<file path="src/rtl/xmem_pkg.sv">
package xmem_pkg;
  typedef enum logic [1:0] {
    MAP_INT      = 2'b00,
    MAP_SPLIT_NB = 2'b01,
    MAP_SPLIT_BS = 2'b10,
    MAP_EXT      = 2'b11
  } map_mode_e;

  typedef struct packed {
    logic onchip;
    logic hi_drv;
    logic lo_drv;
  } route_t;
endpackage

</file>
<file path="src/rtl/xmem_ea_form.sv">
module xmem_ea_form #(
  parameter int ADDR_W = 16,
  parameter int PTR_W  = 8,
  localparam int PAGE_W = ADDR_W - PTR_W
) (
  input  logic [PAGE_W-1:0] page_reg,
  input  logic [PTR_W-1:0]  ptr_lo,
  input  logic [ADDR_W-1:0] dptr,
  input  logic              acc_short,
  output logic [ADDR_W-1:0] ea
);
  // short form: page register supplies the high part
  always_comb begin
    if (acc_short) ea = {page_reg, ptr_lo};
    else           ea = dptr;
  end
endmodule

</file>
<file path="src/rtl/xmem_route_dec.sv">
module xmem_route_dec
  import xmem_pkg::*;
#(
  parameter int ADDR_W    = 16,
  parameter int ONCHIP_AW = 12
) (
  input  logic [1:0]        map_mode,
  input  logic              acc_short,
  input  logic [ADDR_W-1:0] ea,
  output route_t            route
);
  map_mode_e mode;
  logic      below;

  always_comb begin
    mode  = map_mode_e'(map_mode);
    below = (ea[ADDR_W-1:ONCHIP_AW] == '0);
    unique case (mode)
      MAP_INT:      route.onchip = 1'b1;
      MAP_SPLIT_NB,
      MAP_SPLIT_BS: route.onchip = below;
      default:      route.onchip = 1'b0;
    endcase
    route.lo_drv = !route.onchip;
    route.hi_drv = !route.onchip && !(mode == MAP_SPLIT_NB && acc_short);
  end
endmodule

</file>
<file path="src/rtl/xmem_out_stage.sv">
module xmem_out_stage
  import xmem_pkg::*;
#(
  parameter int ADDR_W    = 16,
  parameter int PTR_W     = 8,
  parameter int ONCHIP_AW = 12
) (
  input  logic                 clk,
  input  logic                 rst,
  input  logic                 acc_req,
  input  logic                 acc_wr,
  input  logic [ADDR_W-1:0]    ea,
  input  route_t               route,
  output logic [ONCHIP_AW-1:0] ram_addr,
  output logic                 ram_sel,
  output logic                 ram_we,
  output logic [ADDR_W-1:0]    xbus_addr,
  output logic                 xbus_hi_oe,
  output logic                 xbus_lo_oe,
  output logic                 xbus_stb,
  output logic                 xbus_wr
);
  always_ff @(posedge clk) begin
    if (rst || !acc_req) begin
      ram_addr   <= '0;
      ram_sel    <= 1'b0;
      ram_we     <= 1'b0;
      xbus_addr  <= '0;
      xbus_hi_oe <= 1'b0;
      xbus_lo_oe <= 1'b0;
      xbus_stb   <= 1'b0;
      xbus_wr    <= 1'b0;
    end else begin
      ram_sel    <= route.onchip;
      ram_we     <= route.onchip && acc_wr;
      ram_addr   <= route.onchip ? ea[ONCHIP_AW-1:0] : '0;
      xbus_stb   <= !route.onchip;
      xbus_wr    <= !route.onchip && acc_wr;
      xbus_hi_oe <= route.hi_drv;
      xbus_lo_oe <= route.lo_drv;
      xbus_addr  <= {route.hi_drv ? ea[ADDR_W-1:PTR_W] : {(ADDR_W-PTR_W){1'b0}},
                     route.lo_drv ? ea[PTR_W-1:0]      : {PTR_W{1'b0}}};
    end
  end
endmodule

</file>
<file path="src/rtl/xmem_router.sv">
module xmem_router
  import xmem_pkg::*;
#(
  parameter int ADDR_W    = 16,
  parameter int PTR_W     = 8,
  parameter int ONCHIP_AW = 12,
  localparam int PAGE_W   = ADDR_W - PTR_W
) (
  input  logic                 clk,
  input  logic                 rst,
  input  logic [1:0]           map_mode,
  input  logic [PAGE_W-1:0]    page_reg,
  input  logic [PTR_W-1:0]     ptr_lo,
  input  logic [ADDR_W-1:0]    dptr,
  input  logic                 acc_req,
  input  logic                 acc_wr,
  input  logic                 acc_short,
  output logic [ONCHIP_AW-1:0] ram_addr,
  output logic                 ram_sel,
  output logic                 ram_we,
  output logic [ADDR_W-1:0]    xbus_addr,
  output logic                 xbus_hi_oe,
  output logic                 xbus_lo_oe,
  output logic                 xbus_stb,
  output logic                 xbus_wr
);
  logic [ADDR_W-1:0] ea;
  route_t            route;

  xmem_ea_form #(.ADDR_W(ADDR_W), .PTR_W(PTR_W)) u_ea (
    .page_reg(page_reg), .ptr_lo(ptr_lo), .dptr(dptr),
    .acc_short(acc_short), .ea(ea)
  );

  xmem_route_dec #(.ADDR_W(ADDR_W), .ONCHIP_AW(ONCHIP_AW)) u_dec (
    .map_mode(map_mode), .acc_short(acc_short), .ea(ea), .route(route)
  );

  xmem_out_stage #(.ADDR_W(ADDR_W), .PTR_W(PTR_W), .ONCHIP_AW(ONCHIP_AW)) u_out (
    .clk(clk), .rst(rst), .acc_req(acc_req), .acc_wr(acc_wr),
    .ea(ea), .route(route),
    .ram_addr(ram_addr), .ram_sel(ram_sel), .ram_we(ram_we),
    .xbus_addr(xbus_addr), .xbus_hi_oe(xbus_hi_oe), .xbus_lo_oe(xbus_lo_oe),
    .xbus_stb(xbus_stb), .xbus_wr(xbus_wr)
  );
endmodule

</file>
<file path="config.mk">
export PLATFORM = sky130hd
export DESIGN_NAME = xmem_router
export DESIGN_NICKNAME = d
export VERILOG_FILES = /design/src/rtl/xmem_pkg.sv /design/src/rtl/xmem_ea_form.sv /design/src/rtl/xmem_route_dec.sv /design/src/rtl/xmem_out_stage.sv /design/src/rtl/xmem_router.sv
export SDC_FILE = /design/constraint.sdc
export NUM_CORES = 1
export LEC_CHECK = 0
export CORE_ASPECT_RATIO = 0.9
export CORE_MARGIN = 2
export CORE_UTILIZATION = 41
export CTS_BUF_LIST = sky130_fd_sc_hd__clkbuf_4 sky130_fd_sc_hd__clkbuf_8 sky130_fd_sc_hd__clkbuf_16
export DETAILED_ROUTE_END_ITERATION = 8
export PLACE_DENSITY = 0.82
export RECOVER_POWER = 25
export SLEW_MARGIN = 0
export SYNTH_ARGS = -nofsm -noshare
export SYNTH_HDL_FRONTEND = slang
export SYNTH_SLANG_ARGS = --single-unit
</file>
<file path="constraint.sdc">
create_clock -name clk -period 5.2 [get_ports clk]
set_clock_uncertainty 0.1 [all_clocks]
set_input_delay 0.52 -clock clk [delete_from_list [all_inputs] [get_ports clk]]
set_output_delay 0.52 -clock clk [all_outputs]
set_load 0.01 [all_outputs]
</file>
**After elaboration in Yosys (flattened, before gate mapping)**

Index checks and enable logic that the tools add are counted.

- Bits in registers: 33
- Latch bits: 0
- Word-level logic and storage cells: 28
- ROM bits: 0
- Bits of input ports: 39
- Memories: 0
- RAM bits: 0

- Div/mod/pow operators: 0
- Multiplexer cells: 2
- Bitwise operators: 2
- Reduce and logical (&&, ||, !) cells: 14
- Equal/unequal tests: 2
- Add/sub/neg operators: 0
- Shift operators: 0
- Multiply operators: 0
- Order comparisons: 0

Operator list:

| kind | number |
|---|---|
| $mux 16 | 1 |
| $reduce_or 2->1 | 4 |
| $logic_and 1x1->1 | 4 |
| $logic_not 4->1 | 1 |
| $logic_not 1->1 | 3 |
| $eq 2x1->1 const B | 1 |
| $eq 2x2->1 const B | 1 |
| $logic_not 2->1 | 1 |
| $not 1->1 | 2 |
| $pmux 1 s2 | 1 |
| $logic_or 1x1->1 | 1 |

**Longest topological paths before layout**

Gate-level depths: netlist of the first run.

- Depth in word-level cells: 7
- Depth in mapped cells: 7
- Depth with buffers taken out: 5

**Cells and area by module**

A second synthesis of the first run with hierarchy kept.

- Cells, all modules: 105
- Area, all modules: 1433.9 sq um

By module, submodules not included:

| module | area an instance (sq um) | cells each | instances | sequential area each (sq um) |
|---|---|---|---|---|
| xmem_out_stage | 1079.8 | 75 | 1 | 680.7 |
| xmem_ea_form | 249.0 | 18 | 1 | 0.0 |
| xmem_route_dec | 105.1 | 12 | 1 | 0.0 |

**Least setup slack after synthesis of the first run**

Ideal clock, no wire load.

- Path type: input port to flip-flop
- From: input port map_mode[1]
- To: register u_out.xbus_addr[12]
- Setup time: 0.132 ns
- Cell stages on the path: 6
- Setup slack: 3.034 ns
- Data arrival time: 1.934 ns
- Cell sequence: inv_1 ha_1 or4b_4 o41ai_4 buf_6 nor3_1

- Word-level cells in the longest chain between the ends: 7
- Elaborated cells on any way between the ends: 11
- Those cells by class: eq/ne (2); mux (1); bitwise (1); reduce/logical (7)

Ends and longest elaborated chain:

| element | RTL line | RTL |
|---|---|---|
| start: declaration | xmem_router.sv:11 | `input logic [1:0] map_mode,` |
| $eq 2x2->1 / $eq 2x1->1 (equally long branches) | xmem_route_dec.sv:18, xmem_route_dec.sv:25 |  |
| $reduce_or 2->1 | xmem_route_dec.sv:18 | `unique case (mode)` |
| $pmux 1 s2 | xmem_route_dec.sv:18 |  |
| $logic_not 1->1 | xmem_route_dec.sv:25 | `route.hi_drv = !route.onchip && !(mode == MAP_SPLIT_NB && acc_short);` |
| $logic_and 1x1->1 (*) | xmem_route_dec.sv:25 |  |
| $not 1->1 (no line) (*) | - |  |
| $reduce_or 2->1 (no line) (*) | - |  |
| end signal: assignment | xmem_out_stage.sv:41 | `xbus_addr <= {route.hi_drv ? ea[ADDR_W-1:PTR_W] : {(ADDR_W-PTR_W){1'b0}},` |
| end: declaration | xmem_out_stage.sv:17 | `output logic [ADDR_W-1:0] xbus_addr,` |

Mark *: on every way between the ends. The rest lies on a longest branch, timed or not.
A chain may end at the register's enable or synchronous reset.

**Final worst setup path of the first run**

- From: input port acc_short
- To: register u_out.xbus_addr[8]

- Word-level cells in the longest chain between the ends: 7
- Elaborated cells on any way between the ends: 9
- Those cells by class: mux (2); bitwise (1); reduce/logical (6)

Ends and longest elaborated chain:

| element | RTL line | RTL |
|---|---|---|
| start: declaration | xmem_router.sv:17 | `input logic acc_short,` |
| $mux 16 | xmem_ea_form.sv:14 | `if (acc_short) ea = {page_reg, ptr_lo};` |
| $logic_not 4->1 | xmem_route_dec.sv:17 | `below = (ea[ADDR_W-1:ONCHIP_AW] == '0);` |
| $pmux 1 s2 | xmem_route_dec.sv:18 |  |
| $logic_not 1->1 | xmem_route_dec.sv:25 |  |
| $logic_and 1x1->1 | xmem_route_dec.sv:25 |  |
| $not 1->1 (no line) | - |  |
| $reduce_or 2->1 (no line) | - |  |

Parallel ways exist; a longest one is shown, timed or not.

==> results.json, run 1 <==
{
  "clock-root-buffer": "clkbuf_8",
  "internal_power_uw": 409,
  "worstMarginPinSlew_ns": 1.09,
  "hold_buffers": 0,
  "clk_path_buf_depth": 2,
  "cts_buffers": 5,
  "fp.dieW_um": 64.7,
  "num_vias": 1288,
  "critPathLaunch": "acc_short",
  "syn-num-nets": 181,
  "slew_headroom": 0.270,
  "p_seq_frac": 0.491,
  "end_kind": "flop",
  "outcome": "complete, no violations",
  "remaining_drc_errors": 0,
  "synth-warning-count": 0,
  "p_clk_frac": 0.338,
  "syn_to_final_growth_pct": 59.4,
  "synth_xor_area_frac": 0,
  "synth_seq_cells": 33,
  "grt_max_degree": 33,
  "grt_pass1_vias": 1199,
  "power_uw": 538,
  "dpl_worst_slack_ns": 1.66,
  "yosys.area_share.simple": 0.230,
  "start_util": 0.436,
  "synth-compound-area-share": 0.137,
  "hold_slack_ns": 0.757,
  "grt_pass1_wl_um": 5790,
  "net-switching-power_uw": 129,
  "cp_data_required_time_ns": 5.22,
  "fin_crit_ns": 3.29,
  "final_util": 0.695,
  "max_freq_mhz": 304,
  "core-area_um2": 3110,
  "hp-start": "acc_wr",
  "finalHoldViolations": 0,
  "nets": 250,
  "stdcell_count": 251,
  "cts_setup_buffers": 0,
  "drt_iter0_markers": 39,
  "port_buffers": 72,
  "ant_nets": 0,
  "drv_slew": 0,
  "final.period_utilization": 0.634,
  "grt.total_usage": 0.207,
  "cellPowerDensity_nw_per_um2": 248,
  "final_layout_size_suffix_gt1_frac": 0.0957,
  "cts_max_level": 2,
  "setup_slack_ns": 1.91,
  "num_rows": 19,
  "critPathKind": "in2reg",
  "placed_area_um2": 2080,
  "avgRoutedWirePerCell_um": 14.7,
  "netlist_instances": 139,
  "rsz0062_at_grt": "no",
  "hp-class": "in2reg",
  "placedCellCount": 243,
  "start_kind": "primary input",
  "p_leak_nw": 0.873,
  "ys_seq_area_frac": 0.486,
  "layout_commonest_cell": "clkdlybuf4s50_1",
  "wirelength_um": 3680,
  "n_antenna_cell": 0,
  "avgSynthCellArea_um2": 9.78,
  "final_cell_mix": "clkdlybuf4s50_1, dfxtp_1, dlygate4sd3_1",
  "setup_viol": 0,
  "grt_remaining_overflow": 0,
  "antenna_found_initial": 0,
  "synthAdderAreaFrac": 0.0276,
  "combPwrFrac": 0.171,
  "viasPerCell": 5.13,
  "fin_tns_setup_ns": 0,
  "cts_tree": "done",
  "synth_mux_area_frac": 0.0663,
  "cts.sinks": 33,
  "fin_area_um2": 2170,
  "worstPathArrival_ns": 3.31,
  "synth_cell_types": 25,
  "die-area_um2": 3790,
  "firstDrtPassIters": 4,
  "cts.clk_slew.worst_paths_ns": 0.07,
  "die_y_um": 58.6,
  "synth_top_family_by_area": "simple AND/OR/NAND/NOR gates",
  "switching_share": 0.240,
  "cap_violations": 0,
  "io_pins": 73,
  "cp_max_fo": 32,
  "hpwl_um": 2680,
  "syn_area_um2": 1360,
  "routabilityCongestion": 0.772,
  "cts.repair.resized": 0,
  "peakVddDrop_v": 0.000139
}
kinds of logic (layout without fill, tap and decap cells):
family	count (synthesis)	after routing
simple gates	53	53
fa+ha+maj	3	3
mux	8	8
compound gates	28	28
buf+inv	14	84
flops	33	33
area by class of cell:
type | instances | area (um2)
Inverter | 3 | 11.3
Timing Repair Buffer | 73 | 728
Fill cell | 247 | 948
Multi-Input combinational cell | 92 | 627
Tap cell | 42 | 52.6
Clock inverter | 3 | 17.5
Sequential cell | 33 | 661
Clock buffer | 5 | 68.8
power by group through the flow:
stage | Clock [mW] | Sequential, mW | Combinational [mW]
after global placement | 0 | 0.270 | 0.0908
after detailed placement | 0 | 0.270 | 0.0933
after global routing | 0.192 | 0.265 | 0.100
final | 0.182 | 0.264 | 0.0919
after CTS | 0.183 | 0.264 | 0.0937
after floorplan | 0 | 0.274 | 0.0358
registers in the layout, summed over array words and instances, names as in the netlist:
name,count
u_out.xbus_wr,1
u_out.xbus_addr,16
u_out.xbus_hi_oe,1
u_out.ram_sel,1
u_out.ram_we,1
u_out.ram_addr,12
u_out.xbus_lo_oe,1
synth_stat cells:
library cell / n / area [um2]
nand2b_1: 1 / 6.26
buf_4: 1 / 7.51
nor4b_1: 5 / 43.8
and2_1: 4 / 25.0
o41a_4: 1 / 21.3
and3_1: 2 / 12.5
or4b_4: 1 / 13.8
nor2_1: 1 / 3.75
nand2_1: 11 / 41.3
nor2b_1: 9 / 56.3
nand3_1: 1 / 5.00
dfxtp_1: 33 / 661
buf_6: 2 / 22.5
a21boi_0: 1 / 7.51
o41ai_4: 1 / 27.5
a31oi_1: 4 / 25.0
inv_1: 3 / 11.3
buf_1: 1 / 3.75
mux2_2: 8 / 90.1
clkbuf_1: 7 / 26.3
a21oi_1: 13 / 65.1
and3b_1: 4 / 35.0
ha_1: 3 / 37.5
nor3_1: 14 / 70.1
o21ai_0: 8 / 40.0
worst paths after layout:
| check | cells past startpoint | slack [ns] | endpoint |
|---|---|---|---|
| worst max-delay path | 4 | 1.91 | u_out.xbus_addr[8]$_SDFF_PP0_ |
| worst min-delay path | 3 | 0.76 | u_out.ram_we$_SDFF_PP0_ |
worst max-delay path, stage by stage:
cell and delay (ns):
clkdlybuf4s50_1 0.98, or4b_4 0.79, o41ai_4 0.86, nor4b_1 0.15
per-layer routing:
layer | wire length, um | GRT usage | vias up
met1 | 1520 | 0.242 | 590
met5 | 0 | 0 | -
met4 | 61 | 0.100 | 0
met2 | 1850 | 0.348 | 68
met3 | 253 | 0.0631 | 5
li1 | - | - | 625
Power figures use the tool's default switching activity.
==> run 2, diff against run 1 <==
--- a/config.mk
+++ b/config.mk
@@ -7,10 +7,10 @@
 export LEC_CHECK = 0
 export CORE_ASPECT_RATIO = 0.9
 export CORE_MARGIN = 2
-export CORE_UTILIZATION = 41
+export CORE_UTILIZATION = 35
 export CTS_BUF_LIST = sky130_fd_sc_hd__clkbuf_4 sky130_fd_sc_hd__clkbuf_8 sky130_fd_sc_hd__clkbuf_16
 export DETAILED_ROUTE_END_ITERATION = 8
-export PLACE_DENSITY = 0.82
+export PLACE_DENSITY = 0.74
 export RECOVER_POWER = 25
 export SLEW_MARGIN = 0
 export SYNTH_ARGS = -nofsm -noshare
==> constraint.sdc (replaced) <==
create_clock -name clk -period 2.9 [get_ports clk]
set_clock_uncertainty 0.1 [all_clocks]
set_input_delay 0.29 -clock clk [delete_from_list [all_inputs] [get_ports clk]]
set_output_delay 0.29 -clock clk [all_outputs]
set_load 0.01 [all_outputs]
==> run 2 against run 1 <==
Compared with the run above: power grew 81%; worst setup slack lost 1.2 ns; non-clock buffer count grew 4; final cell count grew 3.2%; via count shrank 0.85%; combinational power grew 84%; largest power group unchanged.
==> results.json, run 2 (same netlist as run 1, synthesis figures left out) <==
{
  "die-area_um2": 4400,
  "final.period_utilization": 0.768,
  "critPathKind": "in2reg",
  "cellPowerDensity_nw_per_um2": 444,
  "grt_max_degree": 32,
  "cts_tree": "done",
  "hp-class": "in2reg",
  "max_stage_delay_ns": 0.51,
  "fin_tns_setup_ns": 0,
  "worstPathArrival_ns": 2.30,
  "largest_register_ffs": 16,
  "slowest_stage": "clkdlybuf4s50_1",
  "final_cell_mix": "clkdlybuf4s50_1, dfxtp_1, dlygate4sd3_1",
  "clock-root-buffer": "clkbuf_8",
  "internal_power_uw": 746,
  "hpwl_um": 2730,
  "cts.sinks": 33,
  "path_buf_inv": 2,
  "combPwrFrac": 0.173,
  "cp_max_fo": 15,
  "setup_viol": 0,
  "placed_area_um2": 2110,
  "remaining_drc_errors": 0,
  "peakVddDrop_v": 0.000296,
  "start_util": 0.364,
  "slew_headroom": 0.640,
  "cts_buffers": 5,
  "cap_violations": 0,
  "cts.repair.resized": 0,
  "nets": 254,
  "fin_crit_ns": 2.23,
  "grt.total_usage": 0.168,
  "die_y_um": 63.1,
  "start_kind": "primary input",
  "clk_path_buf_depth": 2,
  "min_path_cells": 3,
  "switching_share": 0.236,
  "hold_buffers": 0,
  "ant_nets": 0,
  "num_rows": 21,
  "holdPathEnd": "u_out.ram_we$_SDFF_PP0_",
  "syn_to_final_growth_pct": 62.0,
  "cts.clk_slew.worst_paths_ns": 0.06,
  "grt_pass1_vias": 1246,
  "fin_area_um2": 2200,
  "hp-start": "acc_wr",
  "port_buffers": 72,
  "drv_slew": 0,
  "p_seq_frac": 0.484,
  "crit_cells": 6,
  "finalHoldViolations": 0,
  "num_vias": 1277,
  "max_freq_mhz": 449,
  "net-switching-power_uw": 230,
  "antenna_found_initial": 0,
  "viasPerCell": 4.93,
  "layout_commonest_cell": "clkdlybuf4s50_1",
  "fp.dieW_um": 69.7,
  "avgRoutedWirePerCell_um": 14.0,
  "outcome": "complete, no violations",
  "n_antenna_cell": 0,
  "regMostFlops": "u_out.xbus_addr",
  "p_leak_nw": 0.897,
  "io_pins": 73,
  "cp_data_required_time_ns": 2.97,
  "top_regs": "u_out.xbus_addr: 16 flops, u_out.ram_addr: 12 flops",
  "routabilityCongestion": 0.769,
  "p_clk_frac": 0.343,
  "core-area_um2": 3730,
  "worstMarginPinSlew_ns": 0.539,
  "cts_setup_buffers": 0,
  "grt_pass1_wl_um": 5830,
  "final_layout_size_suffix_gt1_frac": 0.113,
  "wirelength_um": 3640,
  "grt_remaining_overflow": 0,
  "drt_iter0_markers": 70,
  "cpLargestDelayFamily": "simple AND/OR/NAND/NOR gates",
  "path_cells": "clkdlybuf4s50_1 -> inv_1 -> ha_1 -> or4b_4 -> o41a_4 -> and3_1",
  "end_kind": "flop",
  "firstDrtPassIters": 4,
  "cts_max_level": 2,
  "rsz0062_at_grt": "no"
}
## run 2: metrics by stage
| step | power [mW] | hold slack [ns] | worst slack (ns) | std cells | utilization |
|---|---|---|---|---|---|
| final | 0.976 | 0.498 | 0.673 | 259 | 0.590 |
| after global routing | 1.03 | 0.516 | 0.503 | 259 | 0.590 |
| after CTS | 0.988 | 0.493 | 0.674 | 259 | 0.590 |
| after detailed placement | 0.655 | 0.781 | 0.384 | 251 | 0.567 |
| after global placement | 0.649 | 0.779 | 0.437 | 251 | 0.567 |
| after floorplan | 0.555 | 0.330 | 0.964 | 139 | - |
## run 2: per-layer routing
layer / GRT usage / share of wire / wire length [um] / up-vias
met5: 0 / 0 / 0 / -
met4: 0.0577 / 0.010 / 38 / 0
met3: 0.0640 / 0.078 / 283 / 5
met2: 0.288 / 0.52 / 1880 / 55
met1: 0.192 / 0.39 / 1440 / 585
li1: - / - / - / 632
## run 2: worst min-delay path, cell delays in order
cell	delay, ns
clkdlybuf4s50_1	0.42
nand2_1	0.08
a21oi_1	0.04
## run 2: area by class of cell
type	instances	area [um2]
Fill cell	315	1530
Timing Repair Buffer	77	758
Sequential cell	33	661
Multi-Input combinational cell	92	627
Clock buffer	6	76.3
Tap cell	46	57.6
Inverter	3	11.3
Clock inverter	2	10.0
## run 2: worst max path at each step
stage                            from                        endpoint
after floorplan           map_mode[1]  u_out.xbus_addr[12]$_SDFF_PP0_
after global placement    map_mode[0]     u_out.xbus_lo_oe$_SDFF_PP0_
after detailed placement  map_mode[0]     u_out.xbus_lo_oe$_SDFF_PP0_
after CTS                 map_mode[0]     u_out.xbus_lo_oe$_SDFF_PP0_
after global routing      map_mode[0]     u_out.xbus_lo_oe$_SDFF_PP0_
final                     map_mode[0]     u_out.xbus_lo_oe$_SDFF_PP0_
## run 2: power groups by stage
stage	Clock, mW	Combinational (mW)	Sequential [mW]
final	0.335	0.169	0.472
after global routing	0.369	0.183	0.473
after CTS	0.343	0.173	0.473
after detailed placement	0	0.172	0.483
after global placement	0	0.167	0.483
after floorplan	0	0.0641	0.491
